===== src/rtl/timer_pkg.sv =====
package timer_pkg;

    localparam int NCH    = 5;
    localparam int ADDR_W = 8;
    localparam int DATA_W = 32;

    localparam logic [ADDR_W-1:0] CTRL_ADDR = 8'h08;
    localparam logic [ADDR_W-1:0] INT_ADDR  = 8'h44;
    localparam logic [ADDR_W-1:0] LAST_OBS  = 8'h40;

    typedef struct packed {
        logic start;
        logic manual;
        logic invert;
        logic autoreload;
    } ch_ctrl_t;

    // first control bit owned by channel n (a nibble is skipped after channel 0)
    function automatic int ctrl_base(input int n);
        return (n == 0) ? 0 : 4 * (n + 1);
    endfunction

    // position of the reload flag inside the channel's nibble
    function automatic int reload_off(input int n);
        return (n == NCH - 1) ? 2 : 3;
    endfunction

    function automatic logic has_cmp(input int n);
        return n < NCH - 1;
    endfunction

    function automatic logic [DATA_W-1:0] build_ctrl_mask();
        logic [DATA_W-1:0] m;
        m = '0;
        for (int n = 0; n < NCH; n++) begin
            m[ctrl_base(n)]                 = 1'b1;
            m[ctrl_base(n) + 1]             = 1'b1;
            m[ctrl_base(n) + reload_off(n)] = 1'b1;
            if (has_cmp(n)) m[ctrl_base(n) + 2] = 1'b1;
        end
        return m;
    endfunction

    localparam logic [DATA_W-1:0] CTRL_MASK = build_ctrl_mask();

    function automatic ch_ctrl_t ch_ctrl(input logic [DATA_W-1:0] w, input int n);
        ch_ctrl_t c;
        c.start      = w[ctrl_base(n)];
        c.manual     = w[ctrl_base(n) + 1];
        c.invert     = has_cmp(n) ? w[ctrl_base(n) + 2] : 1'b0;
        c.autoreload = w[ctrl_base(n) + reload_off(n)];
        return c;
    endfunction

    function automatic logic [ADDR_W-1:0] reload_buf_addr(input int n);
        return ADDR_W'(8'h0C + 12 * n);
    endfunction

    function automatic logic [ADDR_W-1:0] cmp_buf_addr(input int n);
        return ADDR_W'(8'h10 + 12 * n);
    endfunction

    function automatic logic [ADDR_W-1:0] obs_addr(input int n);
        return (n == NCH - 1) ? LAST_OBS : ADDR_W'(8'h14 + 12 * n);
    endfunction

endpackage


===== src/rtl/timer_channel.sv =====
module timer_channel
    import timer_pkg::*;
#(
    parameter int  CNT_W   = 16,
    parameter bit  WITH_CMP = 1'b1
) (
    input  logic             clk,
    input  logic             rst,
    input  ch_ctrl_t         ctl,
    input  logic             tick,
    input  logic [CNT_W-1:0] reload_val,
    input  logic [CNT_W-1:0] cmp_val,
    output logic [CNT_W-1:0] count,
    output logic             expire,
    output logic             flag
);

    logic counting;

    assign counting = ctl.start && !ctl.manual && tick;
    assign expire   = counting && (count == '0);

    generate
        if (WITH_CMP) begin : g_cmp
            logic [CNT_W-1:0] cmp_q;

            always_ff @(posedge clk) begin
                if (rst) begin
                    count <= '0;
                    cmp_q <= '0;
                end else if (ctl.manual) begin
                    count <= reload_val;
                    cmp_q <= cmp_val;
                end else if (counting) begin
                    if (count != '0) begin
                        count <= count - 1'b1;
                    end else if (ctl.autoreload) begin
                        count <= reload_val;
                        cmp_q <= cmp_val;
                    end
                end
            end

            assign flag = (count < cmp_q) ^ ctl.invert;
        end else begin : g_nocmp
            always_ff @(posedge clk) begin
                if (rst) begin
                    count <= '0;
                end else if (ctl.manual) begin
                    count <= reload_val;
                end else if (counting) begin
                    if (count != '0)          count <= count - 1'b1;
                    else if (ctl.autoreload)  count <= reload_val;
                end
            end

            assign flag = 1'b0;
        end
    endgenerate

    a_r4_manual_load: assert property (@(posedge clk) disable iff (rst)
        ctl.manual |=> count == $past(reload_val));

    a_r5_step_down: assert property (@(posedge clk) disable iff (rst)
        (ctl.start && !ctl.manual && tick && count != '0) |=> count == $past(count) - 1'b1);

    a_r5_hold_stopped: assert property (@(posedge clk) disable iff (rst)
        (!ctl.start && !ctl.manual) |=> $stable(count));

    a_r6_reload: assert property (@(posedge clk) disable iff (rst)
        (expire && ctl.autoreload) |=> count == $past(reload_val));

    a_r7_stay_zero: assert property (@(posedge clk) disable iff (rst)
        (expire && !ctl.autoreload) |=> count == '0);

endmodule


===== src/rtl/timer_regs.sv =====
module timer_regs
    import timer_pkg::*;
#(
    parameter int CNT_W = 16
) (
    input  logic                       clk,
    input  logic                       rst,
    input  logic                       bus_wr,
    input  logic [ADDR_W-1:0]          bus_addr,
    input  logic [DATA_W-1:0]          bus_wdata,
    input  logic [NCH-1:0]             expire,
    output logic [DATA_W-1:0]          ctrl,
    output logic [NCH-1:0][CNT_W-1:0]  reload_buf,
    output logic [NCH-1:0][CNT_W-1:0]  cmp_buf,
    output logic [NCH-1:0]             int_en,
    output logic [NCH-1:0]             int_pend
);

    logic              ctrl_wr;
    logic              int_wr;
    logic [NCH-1:0]    clr_req;
    logic [NCH-1:0]    start_v;
    logic [NCH-1:0]    reload_v;
    logic [DATA_W-1:0] hw_clear;
    logic [DATA_W-1:0] ctrl_next;

    assign ctrl_wr = bus_wr && (bus_addr == CTRL_ADDR);
    assign int_wr  = bus_wr && (bus_addr == INT_ADDR);
    assign clr_req = int_wr ? bus_wdata[2*NCH-1:NCH] : '0;

    always_comb begin
        hw_clear = '0;
        for (int n = 0; n < NCH; n++) begin
            start_v[n]  = ch_ctrl(ctrl, n).start;
            reload_v[n] = ch_ctrl(ctrl, n).autoreload;
            if (expire[n] && !reload_v[n]) hw_clear[ctrl_base(n)] = 1'b1;
        end
        // a software write to the control word wins over the one-shot stop
        ctrl_next = ctrl_wr ? (bus_wdata & CTRL_MASK) : (ctrl & ~hw_clear);
    end

    always_ff @(posedge clk) begin
        if (rst) begin
            ctrl       <= '0;
            reload_buf <= '0;
            cmp_buf    <= '0;
            int_en     <= '0;
            int_pend   <= '0;
        end else begin
            ctrl     <= ctrl_next;
            int_pend <= (int_pend & ~clr_req) | expire;
            if (int_wr) int_en <= bus_wdata[NCH-1:0];
            for (int n = 0; n < NCH; n++) begin
                if (bus_wr && bus_addr == reload_buf_addr(n))
                    reload_buf[n] <= bus_wdata[CNT_W-1:0];
                if (has_cmp(n) && bus_wr && bus_addr == cmp_buf_addr(n))
                    cmp_buf[n] <= bus_wdata[CNT_W-1:0];
            end
        end
    end

    a_r7_oneshot_stop: assert property (@(posedge clk) disable iff (rst)
        ((|(expire & ~reload_v)) && !ctrl_wr) |=> ((start_v & $past(expire & ~reload_v)) == '0));

    a_r8_pend_source: assert property (@(posedge clk) disable iff (rst)
        1'b1 |=> ((int_pend & ~$past(int_pend) & ~$past(expire)) == '0));

    a_r8_w1c: assert property (@(posedge clk) disable iff (rst)
        (int_wr && ((bus_wdata[2*NCH-1:NCH] & ~expire) != '0))
        |=> ((int_pend & $past(bus_wdata[2*NCH-1:NCH] & ~expire)) == '0));

endmodule


===== src/rtl/timer_readmux.sv =====
module timer_readmux
    import timer_pkg::*;
#(
    parameter int CNT_W = 16
) (
    input  logic [ADDR_W-1:0]          addr,
    input  logic [DATA_W-1:0]          ctrl,
    input  logic [NCH-1:0][CNT_W-1:0]  reload_buf,
    input  logic [NCH-1:0][CNT_W-1:0]  cmp_buf,
    input  logic [NCH-1:0][CNT_W-1:0]  counts,
    input  logic [NCH-1:0]             int_en,
    input  logic [NCH-1:0]             int_pend,
    output logic [DATA_W-1:0]          rdata
);

    always_comb begin
        rdata = '0;
        if (addr == CTRL_ADDR) rdata = ctrl;
        if (addr == INT_ADDR)  rdata[2*NCH-1:0] = {int_pend, int_en};
        for (int n = 0; n < NCH; n++) begin
            if (addr == reload_buf_addr(n))            rdata[CNT_W-1:0] = reload_buf[n];
            if (has_cmp(n) && addr == cmp_buf_addr(n)) rdata[CNT_W-1:0] = cmp_buf[n];
            if (addr == obs_addr(n))                   rdata[CNT_W-1:0] = counts[n];
        end
    end

endmodule


===== src/rtl/multi_timer_core.sv =====
module multi_timer_core
    import timer_pkg::*;
#(
    parameter int CNT_W = 16
) (
    input  logic        clk,
    input  logic        rst,
    input  logic        bus_wr,
    input  logic [7:0]  bus_addr,
    input  logic [31:0] bus_wdata,
    output logic [31:0] bus_rdata,
    input  logic [4:0]  tick,
    output logic [4:0]  irq,
    output logic [4:0]  cmp_flag
);

    logic [DATA_W-1:0]         ctrl;
    logic [NCH-1:0][CNT_W-1:0] reload_buf;
    logic [NCH-1:0][CNT_W-1:0] cmp_buf;
    logic [NCH-1:0][CNT_W-1:0] counts;
    logic [NCH-1:0]            expire;
    logic [NCH-1:0]            int_en;
    logic [NCH-1:0]            int_pend;

    timer_regs #(.CNT_W(CNT_W)) u_regs (
        .clk        (clk),
        .rst        (rst),
        .bus_wr     (bus_wr),
        .bus_addr   (bus_addr),
        .bus_wdata  (bus_wdata),
        .expire     (expire),
        .ctrl       (ctrl),
        .reload_buf (reload_buf),
        .cmp_buf    (cmp_buf),
        .int_en     (int_en),
        .int_pend   (int_pend)
    );

    generate
        for (genvar n = 0; n < NCH; n++) begin : g_ch
            timer_channel #(.CNT_W(CNT_W), .WITH_CMP(has_cmp(n))) u_ch (
                .clk        (clk),
                .rst        (rst),
                .ctl        (ch_ctrl(ctrl, n)),
                .tick       (tick[n]),
                .reload_val (reload_buf[n]),
                .cmp_val    (cmp_buf[n]),
                .count      (counts[n]),
                .expire     (expire[n]),
                .flag       (cmp_flag[n])
            );
        end
    endgenerate

    timer_readmux #(.CNT_W(CNT_W)) u_rd (
        .addr       (bus_addr),
        .ctrl       (ctrl),
        .reload_buf (reload_buf),
        .cmp_buf    (cmp_buf),
        .counts     (counts),
        .int_en     (int_en),
        .int_pend   (int_pend),
        .rdata      (bus_rdata)
    );

    assign irq = int_pend & int_en;

endmodule


===== config.mk =====
export PLATFORM = sky130hd
export DESIGN_NAME = multi_timer_core
export DESIGN_NICKNAME = d
export VERILOG_FILES = /design/src/rtl/timer_pkg.sv /design/src/rtl/timer_channel.sv /design/src/rtl/timer_regs.sv /design/src/rtl/timer_readmux.sv /design/src/rtl/multi_timer_core.sv
export SDC_FILE = /design/constraint.sdc
export NUM_CORES = 1
export LEC_CHECK = 0
export BUFFER_PORTS_ARGS = -buffer_cell sky130_fd_sc_hd__buf_4
export CAP_MARGIN = 20
export CORE_MARGIN = 3
export CORE_UTILIZATION = 57
export CTS_BUF_LIST = sky130_fd_sc_hd__clkbuf_8 sky130_fd_sc_hd__clkbuf_16
export CTS_CLUSTER_SIZE = 24
export DETAILED_ROUTE_END_ITERATION = 16
export PLACE_DENSITY = 0.89
export SLEW_MARGIN = 25
export SYNTH_ARGS = -nofsm -noshare
export SYNTH_HDL_FRONTEND = slang
export SYNTH_HIERARCHICAL = 1
export SYNTH_SLANG_ARGS = --single-unit

===== constraint.sdc =====
create_clock -name clk -period 2.1 [get_ports clk]
set_input_delay 0.105 -clock clk [delete_from_list [all_inputs] [get_ports clk]]
set_output_delay 0.105 -clock clk [all_outputs]
set_load 0.02 [all_outputs]

# After elaboration in Yosys (flattened, before gate mapping)
# Cells that the tools add are included.
[classes]
addsub = 5
n_lt_le_gt_ge = 4
eq_ne = 20
n_mux = 59
bitwise_logic = 10
n_reduce_logical = 75
[op_table]
columns = ["op", "n"]
rows = [
  ["16-bit 2-to-1 mux", 50],
  ["16-bit logical NOT", 5],
  ["16-bit nonzero test", 5],
  ["16-bit by 1-bit subtractor with 16-bit output, second input constant", 5],
  ["8-bit by 6-bit == test with 1-bit output, second input constant", 8],
  ["16-bit less-than comparator", 4],
  ["32-bit AND", 1],
  ["8-bit by 5-bit == test with 1-bit output, second input constant", 4],
  ["32-bit 2-to-1 mux", 1],
  ["21-bit inverter with 32-bit output", 1],
  ["1-bit logical AND", 31],
  ["23-bit 2-to-1 mux", 1],
  ["2-bit nonzero test", 9],
  ["8-bit by 4-bit == test with 1-bit output, second input constant", 2],
  ["8-bit by 7-bit == test with 1-bit output, second input constant", 2],
  ["3-bit nonzero test", 5],
  ["3-bit AND reduction", 4],
  ["5-bit AND", 2],
  ["1-bit logical NOT", 10],
  ["10-bit 2-to-1 mux", 1],
  ["2-bit AND reduction", 5],
  ["2-bit inequality test, second input constant", 4],
  ["1-bit 2-to-1 mux", 5],
  ["5-bit 2-to-1 mux", 1],
  ["other kinds (4)", 7],
]
[word_totals]
register_bits = 330
output_inout_bits = 42

# Depth between registers and ports, before layout
[depth]
ltp_word = 17
mapped_depth = 9
mapped_depth_nobuf = 8

# Modules after synthesis
# Netlist, hierarchy kept.
[by_module_without_submodules]
columns = ["mod", "n_inst", "cells_each", "area_each_um2"]
rows = [
  ["timer_regs", 1, 665, 7181.9],
  ["timer_channel (g_ch[1].u_ch ...)", 3, 278, 2134.5],
  ["timer_readmux", 1, 437, 2810.2],
  ["timer_channel (g_ch[0].u_ch)", 1, 277, 2115.8],
  ["timer_channel (g_ch[4].u_ch)", 1, 155, 1131.1],
  ["multi_timer_core", 1, 6, 35.0],
]

# Worst setup path before layout
# Ideal clock, no wire load.
[synth_path]
kind = "register to register"
start = "reg g_ch[4].u_ch.count[0]"
end = "reg g_ch[4].u_ch.count[14]"
arrival_ps = 2020
required_time_ps = 1972
slack_ps = -48
stages_incl_launch_ff = 8
path_buffers = 0
cell_sequence = "dfxtp_1 > inv_1 > ha_1 > or3b_2 > or4_4 > or3_1 > a21oi_1 > o32ai_1"
[synth_between]
elab_chain_len = 4
[synth_rtl]
columns = ["item", "line_no", "source"]
rows = [
  ["start: declaration", "timer_channel.sv:13", "output logic [CNT_W-1:0] count,"],
  ["start signal: assignment", "timer_channel.sv:50", "count <= reload_val;"],
  ["start signal: assignment", "timer_channel.sv:52", "if (count != '0) count <= count - 1'b1;"],
  ["start signal: assignment", "timer_channel.sv:53", "else if (ctl.autoreload) count <= reload_val;"],
  ["16-bit by 1-bit subtractor with 16-bit output / 16-bit nonzero test (equally long branches)", "timer_channel.sv:52", ""],
  ["16-bit 2-to-1 mux", "timer_channel.sv:52", ""],
  ["16-bit 2-to-1 mux", "timer_channel.sv:51", "end else if (counting) begin"],
  ["16-bit 2-to-1 mux", "timer_channel.sv:49", "end else if (ctl.manual) begin"],
]
# Several ways; a longest one is shown, not always the timed one. The select of a mux whose other input is x is not followed.
# A chain may end at the register's enable or synchronous reset.

# Final worst setup path
[layout_path]
start = "reg g_ch[1].u_ch.count[13]"
end = "out cmp_flag[1]"
[layout_between]
elab_chain_len = 2
[layout_rtl]
columns = ["item", "line_no", "source"]
rows = [
  ["start: declaration", "timer_channel.sv:13", ""],
  ["start signal: assignment", "timer_channel.sv:32", "count <= reload_val;"],
  ["start signal: assignment", "timer_channel.sv:36", "count <= count - 1'b1;"],
  ["start signal: assignment", "timer_channel.sv:38", "count <= reload_val;"],
  ["16-bit less-than comparator", "timer_channel.sv:44", "assign flag = (count < cmp_q) ^ ctl.invert;"],
  ["1-bit bitwise XOR", "timer_channel.sv:44", ""],
  ["end: declaration", "multi_timer_core.sv:14", "output logic [4:0] cmp_flag"],
]
# Every way passes these cells.

==> metrics.cfg <==
[die]
start_util = 0.580
ios = 90
rows = 67
die_y_um = 191
fp.dieArea_um2 = 36600
core_um2 = 33700
fp.dieW_um = 191

[drt]
routedLengthMet1_um = 33700
vias_per_cell = 6.74
postRouteAntennaNets = 0
top_layer = met5
routedWlPerCell_um = 26.8
num_vias = 21400
first_pass_iters = 6
met2_length_um = 35400
drt_iter0_drc = 2924
drc = 0
wirelength_um = 84900
met3_length_um = 11500

[global_route]
grt_pass1_wl_um = 123000
grt_pass1_vias = 20100
grt_overflow = 0
antenna_found_initial = 4
grt_max_degree = 95
grt_usage = 0.439

[cts]
clock_sinks = 317
clkTransAtPathRegs_ns = 0.07
cts_buffer_depth = 3
cts_max_level = 2
root_buffer = clkbuf_16
worstSkewPairLatency_ns = 0.55
cts_made_buffers = 37
cts_tree = yes

[worst_setup_path]
path_class = reg -> out
end_kind = output port
cp-start-kind = flip-flop
crit_path_max_fanout = 2
required_ns = 2.00
worstPathArrival_ns = 2.50

[power_and_ir_drop]
peakVddDrop_uv = 715
power_mw = 13.8
p_leak_nw = 10.8
p_per_area_nw_per_um2 = 536

[timing]
relSlewSlack = 0.475
min_period_ns = 2.60
tightest_slew_ns = 0.788
finalHoldViolCount = 0
grt_setup_unrepaired = yes
slew_viol_final = 0
setup_ws_ns = -0.501
fmax_mhz = 385
clock_skew_ns = 0.0233
finalSetupViolCount = 32
finalCritPeriodShare = 1.24

[placement]
dp_hpwl_um = 61200
dp.cells = 3048
place_congestion = 1.08
io_buffers = 70

[cells_and_area]
seq_area_um2 = 6500
layout-drive-gt1-share = 0.314
final_cells = 3172
multi_input_area_um2 = 13200
fillers = 2295
area_growth_pct = 31.5
fin_nets = 2814

[yosys]
ys_warn_count = 6
post_synth_instance_area_um2 = 19600
synthCells = 2357
avgSynthCellArea_um2 = 8.30

[outcome]
violations = negative setup slack
status = finished, violations left

[worst_hold_path]
hold_path_class = in -> reg

[run]
maxCapViolations = 0

## placed cells by master (no fill, tap or decap), types with 14 or more instances in the layout
master / instances
dfxtp_2: 46
buf_4: 412
nor2_1: 112
and2_1: 22
nand4_1: 23
conb_1: 14
nand3_1: 41
o21ai_1: 17
o32ai_1: 27
buf_6: 30
clkbuf_16: 37
a21oi_1: 197
ha_4: 23
dfxtp_1: 246
and3_1: 27
a211oi_1: 15
a31oi_1: 14
o211ai_1: 25
nand2_1: 205
a21oi_2: 37
nand3b_1: 15
dfxtp_4: 25
o21ai_2: 15
or3_1: 16
mux2i_1: 191
inv_1: 116
ha_1: 46
nand2b_1: 200
nor3_1: 41
o21ai_0: 63
a22oi_1: 25
nor4_1: 29
## where the power goes
| group | total [mW] | switching (mW) | internal (mW) |
|---|---|---|---|
| clock | 6.87 | 2.82 | 4.05 |
| combinational | 0.932 | 0.575 | 0.357 |
| sequential | 5.99 | 0.00658 | 5.98 |
## repair_timing
item,in CTS,in global routing
gates cloned,1,1
setup endpoints to repair,37,115
hold endpoints to repair,11,0
hold buffers,11,0
pin swaps,67,72
resized for setup,245,136
buffers inserted,30,26
## routing by layer
| layer | up-vias | track usage |
|---|---|---|
| met5 | - | 0 |
| met4 | 6 | 0.174 |
| met3 | 367 | 0.127 |
| met1 | 10300 | 0.607 |
| li1 | 9175 | - |
| met2 | 1566 | 0.643 |
## final cells by class
cell class / count / area share
multi-input cells: 1754 / 0.511
flip-flops and latches: 317 / 0.253
inverters: 121 / 0.0178
clock inverters: 24 / 0.0109
diodes: 1 / 0.0000973
clock buffers: 42 / 0.0387
well taps: 448 / 0.0218
repair buffers: 465 / 0.147
## worst paths after layout
path	from	endpoint	slack, ns	depth (start not counted)
worst max-delay path	g_ch[1].u_ch/count[13]	cmp_flag[1]	-0.50	7
worst min-delay path	bus_wdata[4]	u_regs/reload_buf[36]	0.07	4
worst max register to register	g_ch[4].u_ch/count[1]	g_ch[4].u_ch/count[6]	-0.17	8
worst min register to register	g_ch[0].u_ch/g_cmp.cmp_q[9]	g_ch[0].u_ch/g_cmp.cmp_q[9]	0.45	2
## metrics by stage
step                      hold slack (ns)  setup TNS (ns)  setup slack [ns]  instance area, um^2  utilization
after floorplan                     0.220               0            0.0262                19600            -
after global placement              0.371           -1.76            -0.216                22400        0.666
after detailed placement            0.387           -1.99            -0.186                22400        0.666
after CTS                          0.0542           -3.28            -0.445                25000        0.740
after global routing               0.0793           -6.05            -0.537                25700        0.763
final                              0.0727           -4.79            -0.501                25700        0.763
## worst max-delay path, cell delays in order (launching register included)
cell and delay, ns:
dfxtp_2 0.35, ha_4 0.26, a211oi_2 0.28, nor2_2 0.09
a211o_1 0.26, or3_1 0.35, o211ai_1 0.21, buf_4 0.18
## flip-flops by register name, summed over array words and instances (netlist names)
register and count:
u_regs/cmp_buf 64, u_regs/int_pend 5, g_ch.u_ch/count 80, u_regs/ctrl 19, u_regs/int_en 5, u_regs/reload_buf 80, g_ch.u_ch/g_cmp.cmp_q 64
Power figures use the tool's default switching activity.
